--- src/rtl/calib_pkg.sv ---
package calib_pkg;

  localparam int NUM_SAMP = 3;

  typedef enum logic [2:0] {
    PH_CALC = 3'd0,
    PH_TRIM = 3'd1,
    PH_COIL = 3'd2,
    PH_GND  = 3'd3,
    PH_RUN  = 3'd4
  } phase_e;

  // strobes from control to datapath
  typedef struct packed {
    logic capCoil;
    logic capGnd;
    logic doNorm;
  } strobe_t;

endpackage

--- src/rtl/calib_ctrl.sv ---
module calib_ctrl
  import calib_pkg::*;
#(
  parameter int DATA_W = 16,
  parameter int CNT_W  = 8,
  parameter int ITER_W = 8,
  parameter int TRIM_W = 10
) (
  input  logic                     clk,
  input  logic                     rstN,
  input  logic                     timingChange,
  input  logic                     rdyPulse,
  input  logic [CNT_W-1:0]         settleCount,
  input  logic [ITER_W-1:0]        maxIter,
  input  logic [TRIM_W-1:0]        dampInit,
  input  logic signed [DATA_W-1:0] winLo,
  input  logic signed [DATA_W-1:0] winHi,
  input  logic signed [DATA_W-1:0] s0In,
  output phase_e                   stateQ,
  output logic [TRIM_W-1:0]        trimQ,
  output strobe_t                  str
);

  localparam logic [TRIM_W-1:0] TRIM_MAX = {TRIM_W{1'b1}};

  logic [CNT_W-1:0]  cntQ;
  logic [ITER_W-1:0] iterQ;
  logic [CNT_W:0]    cntNext;
  logic [ITER_W:0]   iterNext;
  logic              settled;
  logic              lastIter;
  logic              inWin;
  logic              tooHigh;
  logic              tooLow;

  assign cntNext  = {1'b0, cntQ} + 1'b1;
  assign iterNext = {1'b0, iterQ} + 1'b1;
  assign settled  = cntNext >= {1'b0, settleCount};
  assign lastIter = iterNext >= {1'b0, maxIter};
  assign tooHigh  = s0In > winHi;
  assign tooLow   = s0In < winLo;
  assign inWin    = !tooHigh && !tooLow;

  always_comb begin
    str         = '0;
    str.capCoil = (stateQ == PH_COIL) && rdyPulse && settled && !timingChange;
    str.capGnd  = (stateQ == PH_GND)  && rdyPulse && settled && !timingChange;
    str.doNorm  = (stateQ == PH_RUN)  && rdyPulse && !timingChange;
  end

  always_ff @(posedge clk) begin
    if (!rstN) begin
      stateQ <= PH_CALC;
      cntQ   <= '0;
      iterQ  <= '0;
      trimQ  <= '0;
    end else if (timingChange) begin
      stateQ <= PH_CALC;
      cntQ   <= '0;
      iterQ  <= '0;
    end else begin
      unique case (stateQ)
        PH_CALC: begin
          trimQ <= dampInit;
          if (rdyPulse) begin
            if (settled) begin
              stateQ <= PH_TRIM;
              cntQ   <= '0;
              iterQ  <= '0;
            end else begin
              cntQ <= cntNext[CNT_W-1:0];
            end
          end
        end
        PH_TRIM: begin
          if (rdyPulse) begin
            if (inWin) begin
              stateQ <= PH_COIL;
              cntQ   <= '0;
            end else begin
              if (tooHigh && trimQ != TRIM_MAX) trimQ <= trimQ + 1'b1;
              if (tooLow  && trimQ != '0)       trimQ <= trimQ - 1'b1;
              if (lastIter) begin
                stateQ <= PH_COIL;
                cntQ   <= '0;
              end else begin
                iterQ <= iterNext[ITER_W-1:0];
              end
            end
          end
        end
        PH_COIL, PH_GND: begin
          if (rdyPulse) begin
            if (settled) begin
              stateQ <= (stateQ == PH_COIL) ? PH_GND : PH_RUN;
              cntQ   <= '0;
            end else begin
              cntQ <= cntNext[CNT_W-1:0];
            end
          end
        end
        default: ;
      endcase
    end
  end

  p_phase_order_r2: assert property (@(posedge clk) disable iff (!rstN)
    (stateQ != $past(stateQ)) |->
      (stateQ == PH_CALC || 3'(stateQ) == 3'($past(stateQ)) + 3'd1));

  p_restart_r11: assert property (@(posedge clk) disable iff (!rstN)
    timingChange |=> (stateQ == PH_CALC));

  p_in_window_r5: assert property (@(posedge clk) disable iff (!rstN)
    (stateQ == PH_TRIM && rdyPulse && !timingChange && inWin) |=>
      (stateQ == PH_COIL && $stable(trimQ)));

  p_trim_step_r6: assert property (@(posedge clk) disable iff (!rstN)
    ($past(stateQ) != PH_CALC) |->
      (trimQ == $past(trimQ) || trimQ == $past(trimQ) + 1'b1 ||
       trimQ == $past(trimQ) - 1'b1));

endmodule

--- src/rtl/calib_datapath.sv ---
module calib_datapath
  import calib_pkg::*;
#(
  parameter int DATA_W = 16
) (
  input  logic                     clk,
  input  logic                     rstN,
  input  strobe_t                  str,
  input  logic signed [DATA_W-1:0] sampIn  [NUM_SAMP],
  output logic signed [DATA_W-1:0] coilQ   [NUM_SAMP],
  output logic signed [DATA_W-1:0] gndQ    [NUM_SAMP],
  output logic signed [DATA_W-1:0] normQ   [NUM_SAMP],
  output logic                     normValidQ
);

  localparam logic signed [DATA_W-1:0] SMAX = {1'b0, {(DATA_W-1){1'b1}}};
  localparam logic signed [DATA_W-1:0] SMIN = {1'b1, {(DATA_W-1){1'b0}}};

  for (genvar k = 0; k < NUM_SAMP; k++) begin : g_ch
    logic signed [DATA_W:0]   diff;
    logic signed [DATA_W-1:0] sat;

    assign diff = {sampIn[k][DATA_W-1], sampIn[k]} - {gndQ[k][DATA_W-1], gndQ[k]};

    always_comb begin
      if (diff[DATA_W] != diff[DATA_W-1]) sat = diff[DATA_W] ? SMIN : SMAX;
      else                                sat = diff[DATA_W-1:0];
    end

    always_ff @(posedge clk) begin
      if (!rstN) begin
        coilQ[k] <= '0;
        gndQ[k]  <= '0;
        normQ[k] <= '0;
      end else begin
        if (str.capCoil) coilQ[k] <= sampIn[k];
        if (str.capGnd)  gndQ[k]  <= sampIn[k];
        if (str.doNorm)  normQ[k] <= sat;
      end
    end

    p_coil_hold_r8: assert property (@(posedge clk) disable iff (!rstN)
      !str.capCoil |=> $stable(coilQ[k]));

    p_gnd_hold_r8: assert property (@(posedge clk) disable iff (!rstN)
      !str.capGnd |=> $stable(gndQ[k]));
  end

  always_ff @(posedge clk) begin
    if (!rstN) normValidQ <= 1'b0;
    else       normValidQ <= str.doNorm;
  end

endmodule

--- src/rtl/calib_sequencer.sv ---
module calib_sequencer
  import calib_pkg::*;
#(
  parameter int DATA_W = 16,
  parameter int CNT_W  = 8,
  parameter int ITER_W = 8,
  parameter int TRIM_W = 10
) (
  input  logic                     clk,
  input  logic                     rstN,
  input  logic                     timingChange,
  input  logic                     rdyPulse,
  input  logic [CNT_W-1:0]         settleCount,
  input  logic [ITER_W-1:0]        maxIter,
  input  logic [TRIM_W-1:0]        dampInit,
  input  logic signed [DATA_W-1:0] winLo,
  input  logic signed [DATA_W-1:0] winHi,
  input  logic signed [DATA_W-1:0] s0In,
  input  logic signed [DATA_W-1:0] s1In,
  input  logic signed [DATA_W-1:0] s2In,
  input  logic signed [DATA_W-1:0] s3In,
  output logic [2:0]               phase,
  output logic [TRIM_W-1:0]        dampTrim,
  output logic signed [DATA_W-1:0] coilBase1,
  output logic signed [DATA_W-1:0] coilBase2,
  output logic signed [DATA_W-1:0] coilBase3,
  output logic signed [DATA_W-1:0] gndBase1,
  output logic signed [DATA_W-1:0] gndBase2,
  output logic signed [DATA_W-1:0] gndBase3,
  output logic signed [DATA_W-1:0] norm1,
  output logic signed [DATA_W-1:0] norm2,
  output logic signed [DATA_W-1:0] norm3,
  output logic                     normValid
);

  phase_e                   stateQ;
  strobe_t                  str;
  logic signed [DATA_W-1:0] sampIn [NUM_SAMP];
  logic signed [DATA_W-1:0] coilQ  [NUM_SAMP];
  logic signed [DATA_W-1:0] gndQ   [NUM_SAMP];
  logic signed [DATA_W-1:0] normQ  [NUM_SAMP];

  assign sampIn[0] = s1In;
  assign sampIn[1] = s2In;
  assign sampIn[2] = s3In;

  calib_ctrl #(
    .DATA_W(DATA_W), .CNT_W(CNT_W), .ITER_W(ITER_W), .TRIM_W(TRIM_W)
  ) i_ctrl (
    .clk(clk), .rstN(rstN), .timingChange(timingChange), .rdyPulse(rdyPulse),
    .settleCount(settleCount), .maxIter(maxIter), .dampInit(dampInit),
    .winLo(winLo), .winHi(winHi), .s0In(s0In),
    .stateQ(stateQ), .trimQ(dampTrim), .str(str)
  );

  calib_datapath #(.DATA_W(DATA_W)) i_dp (
    .clk(clk), .rstN(rstN), .str(str), .sampIn(sampIn),
    .coilQ(coilQ), .gndQ(gndQ), .normQ(normQ), .normValidQ(normValid)
  );

  assign phase     = 3'(stateQ);
  assign coilBase1 = coilQ[0];
  assign coilBase2 = coilQ[1];
  assign coilBase3 = coilQ[2];
  assign gndBase1  = gndQ[0];
  assign gndBase2  = gndQ[1];
  assign gndBase3  = gndQ[2];
  assign norm1     = normQ[0];
  assign norm2     = normQ[1];
  assign norm3     = normQ[2];

  p_norm_only_run_r10: assert property (@(posedge clk) disable iff (!rstN)
    ($past(phase) != 3'd4) |-> !normValid);

endmodule

--- config.mk ---
export PLATFORM = sky130hd
export DESIGN_NAME = calib_sequencer
export DESIGN_NICKNAME = d
export VERILOG_FILES = /design/src/rtl/calib_pkg.sv /design/src/rtl/calib_ctrl.sv /design/src/rtl/calib_datapath.sv /design/src/rtl/calib_sequencer.sv
export SDC_FILE = /design/constraint.sdc
export NUM_CORES = 1
export LEC_CHECK = 0
export BUFFER_PORTS_ARGS = -buffer_cell sky130_fd_sc_hd__clkbuf_2
export CORE_ASPECT_RATIO = 0.8
export CORE_UTILIZATION = 50
export DETAILED_ROUTE_END_ITERATION = 7
export GPL_ROUTABILITY_DRIVEN = 1
export PLACE_DENSITY = 0.75
export SLEW_MARGIN = 15
export SYNTH_ARGS = -nofsm -noshare
export SYNTH_HDL_FRONTEND = slang
export SYNTH_SLANG_ARGS = --single-unit
--- constraint.sdc ---
create_clock -name clk -period 4 [get_ports clk]
set_input_delay 0 -clock clk [delete_from_list [all_inputs] [get_ports clk]]
set_output_delay 0 -clock clk [all_outputs]
set_load 0.03 [all_outputs]
; After elaboration in Yosys (flattened, before gate mapping)
; Cells that the tools add are included.
[classes]
n_lt_le_gt_ge = 4
n_eq_ne = 18
n_addsub = 7
n_shift = 0
n_bitwise = 2
muxes = 32
n_reduce_logical = 26
multipliers = 0
n_div = 0
[ops]
columns = operator, count
row1 = 2-to-1 mux 16 bit, 6
row2 = 2-to-1 mux 8 bit, 10
row3 = subtractor 16 x 16 -> 17 bit, 3
row4 = 2-to-1 mux 10 bit, 4
row5 = case mux 8 bit (2 select lines), 2
row6 = 2-to-1 mux 3 bit, 8
row7 = case mux 10 bit (2 select lines), 1
row8 = "adder 8 x 1 -> 9 bit, second input constant", 2
row9 = greater-or-equal comparator 9 x 8 -> 1 bit, 2
row10 = > comparator 16 bit, 1
row11 = less-than comparator 16 bit, 1
row12 = logical AND 1 bit, 11
row13 = "adder 10 x 1 -> 10 bit, second input constant", 1
row14 = "!= test 10 bit, second input constant", 1
row15 = "!= test 2 bit, second input constant", 5
row16 = nonzero test 10 bit, 1
row17 = "subtractor 10 x 1 -> 10 bit, second input constant", 1
row18 = case mux 3 bit (3 select lines), 1
row19 = AND reduction 7 bit, 1
row20 = "== test 3 x 2 -> 1 bit, second input constant", 2
row21 = "!= test 2 x 1 -> 1 bit, second input constant", 3
row22 = "!= test 3 x 1 -> 1 bit, second input constant", 2
row23 = AND reduction 6 bit, 1
row24 = AND reduction 5 bit, 1
row25 = other kinds (11), 18
[totals]
n_memories = 0
ff_bits = 174
latch_bits = 0
ram_bits = 0
romBits = 0
input_bits = 126

; Depth between registers and ports, before layout
[logic_depth]
ltp_word = 7
depth_mapped = 16
ltp_nobuf = 15

; By module
; A second synthesis with hierarchy kept.
[hier_totals]
cells_unflattened = 1382
hier_area_um2 = 11807.6
[by_module_without_submodules]
columns = module, area_each_um2, seq_area_each_um2, n_inst, cells_each
row1 = calib_datapath, 8635.8, 2902.8, 1, 961
row2 = calib_ctrl, 3171.8, 580.6, 1, 421

; Worst setup path before layout
; Ideal clock, no wire load.
[synth_timing]
kind = flip-flop to flip-flop
start = reg i_ctrl.trimQ[5]
end = reg i_ctrl.trimQ[8]
n_path_buf = 1
t_arrival_ns = 3.119
setup_slack_ns = 0.811
required_ns = 3.930
setup_ns = 0.070
path_stages_with_launch = 14
synth_period_minus_slack_ns = 3.189
path_cell_list = dfxtp_1 -> or4_1 -> or4_4 -> nor2_2 -> a211oi_1 -> buf_2 -> xor2_1 -> ha_1 -> and3_1 -> and3_1 -> mux2i_1 -> nand2_1 -> a21bo_2 -> a21boi_1
[synth_between]
elab_chain_cells = 6
elab_cells_between_ends = 13
cone_classes = add/sub: 2 / eq/ne: 2 / mux: 5 / reduce/logical: 4
[synth_lines]
columns = item, line
row1 = "start, declared", calib_ctrl.sv:20  ; output logic [TRIM_W-1:0] trimQ,
row2 = "start signal, assigned", calib_ctrl.sv:64  ; trimQ <= dampInit;
row3 = "start signal, assigned", calib_ctrl.sv:81  ; if (tooHigh && trimQ != TRIM_MAX) trimQ <= trimQ + 1'b1;
row4 = "start signal, assigned", calib_ctrl.sv:82  ; if (tooLow && trimQ != '0) trimQ <= trimQ - 1'b1;
row5 = adder 10 x 1 -> 10 bit or nonzero test 10 bit (tied branches), "calib_ctrl.sv:81, calib_ctrl.sv:82"
row6 = 2-to-1 mux 10 bit or logical AND 1 bit (tied branches), "calib_ctrl.sv:81, calib_ctrl.sv:82"
row7 = 2-to-1 mux 10 bit, calib_ctrl.sv:82
row8 = 2-to-1 mux 10 bit, calib_ctrl.sv:77  ; if (inWin) begin
row9 = 2-to-1 mux 10 bit, calib_ctrl.sv:76  ; if (rdyPulse) begin
row10 = case mux 10 bit (2 select lines), calib_ctrl.sv:62  ; unique case (stateQ)
; Several ways; a longest one is shown, not always the timed one. The select of a mux whose other input is x is not followed.
; A chain may end at the register's enable or synchronous reset.

; Final worst setup path
[layout_timing]
start = in s2In[0]
end = reg i_dp.normQ[21] (netlist name)
[layout_between]
elab_chain_cells = 3
elab_cells_between_ends = 4
cone_classes = add/sub: 1 / eq/ne: 1 / mux: 2
[layout_lines]
columns = item, line
row1 = "start, declared", calib_sequencer.sv:20  ; input logic signed [DATA_W-1:0] s2In,
row2 = subtractor 16 x 16 -> 17 bit (*), calib_datapath.sv:23  ; assign diff = {sampIn[k][DATA_W-1], sampIn[k]} - {gndQ[k][DATA_W-1], gndQ[k]};
row3 = 2-to-1 mux 16 bit or != test 1 bit (tied branches), calib_datapath.sv:26  ; if (diff[DATA_W] != diff[DATA_W-1]) sat = diff[DATA_W] ? SMIN : SMAX;
row4 = 2-to-1 mux 16 bit (*), calib_datapath.sv:26
row5 = "end signal, assigned by index", calib_datapath.sv:38  ; if (str.doNorm) normQ[k] <= sat;
row6 = "end, declared", calib_datapath.sv:12  ; output logic signed [DATA_W-1:0] normQ [NUM_SAMP],
; Every way passes the cells marked *; elsewhere a longest branch is shown, timed or not.

==> results_dict.tcl <==
set metrics [dict create \
    p_clk_share_pct 39.8 \
    fin_skew_ns 0.01509 \
    min_from "rdyPulse" \
    yosysWarnings 0 \
    yosysSeqAreaShare_pct 31.27 \
    overflow 0 \
    p_int_mw 2.890 \
    syn-num-nets 1514 \
    vias_per_cell 5.357 \
    grt_pass1_wl_um 46680 \
    layout_common_cells "282 x clkbuf_2, 174 x dfxtp_1, 109 x inv_1" \
    tightestPinTransition_ns 0.9099 \
    grt_max_degree 88 \
    final_common_cell "clkbuf_2" \
    grt_usage_pct 24.91 \
    irDropWorstVdd_mv 0.2307 \
    syn_area_um2 11140 \
    yosys_most_used_dff "dfxtp_1" \
    post-place-cells 1825 \
    cp_max_fo 16 \
    reg2reg_to "i_dp.normQ[21]$_SDFFE_PN0P_" \
    die_area_um2 22880 \
    whs_path_depth 4 \
    synth-edff-count 0 \
    clkSlewWorstSetupHoldPaths_ns 0.07 \
    period_share_pct 85.82 \
    rsz0062_at_grt "no" \
    firstDrtPassIters 5 \
    antenna_found_initial 0 \
    pwr_density_cell_nw_per_um2 287.9 \
    die_y_um 135.5 \
    netSwitchingPower_mw 1.120 \
    hold_viol_final 0 \
    fin_tns_setup_ns 0 \
    n_fill_cell 1801 \
    hold_path_class "input port to flip-flop" \
    syn2layout_area_growth_pct 25.03 \
    clockBufferDepth 2 \
    hold-path-endpoint "i_ctrl.stateQ[0]$_SDFFE_PP0P_" \
    async_flop_share_pct 0 \
    outcome "complete, no violations" \
    ff2ff_path_depth 11 \
    core_um2 21680 \
    total_leakage_power_nw 6.510 \
    fmax_mhz 291.3 \
    cts_tree "yes" \
    startpoint_type "input port" \
    h-tree-depth 4 \
    cts_root_buffer "clkbuf_16" \
    grt_pass1_vias 9683 \
    wl_per_cell_um 15.19 \
    synth_area_per_cell_um2 8.655 \
    critical_path_class "input port to flip-flop" \
    worstPathRequired_ns 4.35 \
    cap_violations 0 \
    layout_min_cycle_time_ns 3.433 \
    total_power_mw 4.010 \
    drc_errors 0 \
    place_area_um2 12780 \
    ioPinCount 284 \
    finalSetupViolCount 0 \
    insertion_delay_ns 0.43 \
    place_hpwl_um 20960 \
    multi_input_area_um2 6998 \
    rows 48 \
    ys_ff_latch 174 \
    slew_headroom_pct 39.04 \
    antenna_cells 0 \
    r2r_slack_ns 0.59 \
    cts_made_buffers 17 \
    ctsResizeCount 0 \
    r2r-start "i_dp.gndQ[16]$_SDFFE_PN0P_" \
    die_w_um 168.9 \
    drv_slew 0 \
    start_util_pct 51.38 \
    vias 10264 \
    finish.utilization_pct 64.24 \
    instances_no_fill 1916 \
    io_buffers 283 \
    critPathArrivalTime_ns 3.79 \
    layout-drive-gt1-share_pct 23.08 \
    num-nets-final 1830 \
    drt_iter0_markers 595 \
    p_sw_share_pct 27.93 \
    wl_um 29110 \
    final-seq-area_um2 3483 \
    p_seq_share_pct 43.7 \
    worstSetupEndpointType "flip-flop" \
    synth_cell_types 75 \
    finalInstanceArea_um2 13930 \
    comb_power_share_pct 16.5 \
    gp_congestion 0.8942 \
    cts_num_sinks 174 \
    ant_nets 0 \
    synth_cells 1287 \
]
==> synth_stat cells, drive strengths merged (8+ instances only) <==
library cell	instances	area [um^2]
nor2	57	216.5
dfxtp	174	3483
nor3	16	80.08
o21ai	82	410.4
and2	14	87.58
or3	9	56.30
nand3	24	120.1
nand2b	20	125.1
a21oi	96	529.3
mux2i	105	1051
o31ai	11	87.58
ha	98	1226
maj3	27	282.8
xnor2	20	182.7
nor2b	102	638.1
clkbuf	34	127.6
buf	21	132.6
nand2	68	255.2
xor2	24	210.2
o21a	19	142.6
inv	109	409.1
nor3b	8	60.06
nor4	8	50.05
and3	12	75.07
a211oi	12	100.1
a21o	19	142.6
==> state kept, by name (all words and copies together), names as in the netlist <==
| name | flops |
|---|---|
| i_dp.normValidQ | 1 |
| i_ctrl.stateQ | 3 |
| i_ctrl.trimQ | 10 |
| i_ctrl.cntQ | 8 |
| i_dp.coilQ | 48 |
| i_dp.normQ | 48 |
| i_dp.gndQ | 48 |
| i_ctrl.iterQ | 8 |
==> critical path, cell delays in order <==
cell	delay, ns
dlygate4sd3_1	0.52
clkbuf_2	0.18
inv_1	0.06
ha_1	0.23
fa_1	0.41
nor2b_1	0.16
o31a_1	0.21
o211ai_1	0.14
a21oi_1	0.31
a211oi_2	0.20
nand2_1	0.14
nand3_1	0.49
maj3_1	0.58
a21oi_1	0.14
==> final cells by class <==
cell class / count / area share [%]
clock inverter: 12 / 0.7457
tap: 300 / 2.695
sequential: 174 / 25.01
inverter: 110 / 2.965
multi-input combinational: 948 / 50.25
timing repair buffer: 352 / 15.06
clock buffer: 20 / 3.279
==> cells by family after synthesis <==
group                      after synthesis  synth area share (%)
AOI/OAI and AO/OA                      306                 18.01
xor gates and xnor gates                44                 3.527
adders and majority gates              128                 14.09
buffers and inverters                  165                 6.043
DFF                                    174                 31.27
muxes                                  105                 9.435
and+or+nand+nor                        365                 17.63
==> worst max path at each step <==
stage / from / end / slack, ns
CTS: s2In[0] / i_dp.normQ[19]$_SDFFE_PN0P_ / 0.61
floorplan: i_ctrl.trimQ[5]$_SDFFE_PN0P_ / i_ctrl.trimQ[8]$_SDFFE_PN0P_ / 0.81
global placement: i_dp.gndQ[16]$_SDFFE_PN0P_ / i_dp.normQ[16]$_SDFFE_PN0P_ / 0.79
global route: s2In[0] / i_dp.normQ[22]$_SDFFE_PN0P_ / 0.24
finish: s2In[0] / i_dp.normQ[21]$_SDFFE_PN0P_ / 0.57
detailed placement: i_dp.gndQ[16]$_SDFFE_PN0P_ / i_dp.normQ[24]$_SDFFE_PN0P_ / 0.69
==> what timing repair did <==
item | in CTS | in global routing
hold endpoints to repair | 105 | 0
setup buffers | 0 | 0
hold buffers | 59 | 0
==> power by group through the flow <==
stage / Sequential (mW) / Combinational (mW) / Clock (mW)
2_1_floorplan: 1.80 / 0.418 / 0
3_3_place_gp: 1.79 / 0.592 / 0
3_5_place_dp: 1.79 / 0.602 / 0
4_1_cts: 1.75 / 0.656 / 1.63
5_1_grt: 1.75 / 0.731 / 1.70
6_report: 1.75 / 0.662 / 1.60
==> stage by stage <==
stage	hold WS, ns	setup WS (ns)
6_report	0.09305	0.5673
5_1_grt	0.09331	0.2445
4_1_cts	0.07503	0.6102
3_5_place_dp	0.2832	0.6919
3_3_place_gp	0.2728	0.7854
2_1_floorplan	0.1662	0.8114
==> metal layers <==
layer / part of all wire [%] / track usage, % / vias to the layer above / routed length (um)
met3: 6.7 / 6.135 / 46 / 1938
met5: 0 / 0 / - / 0
met4: 2.0 / 7.626 / 0 / 582
met1: 46 / 32.31 / 4778 / 13290
li1: - / - / 5136 / -
met2: 46 / 40.82 / 304 / 13300
Note: power is estimated with default switching activity, not from simulation.
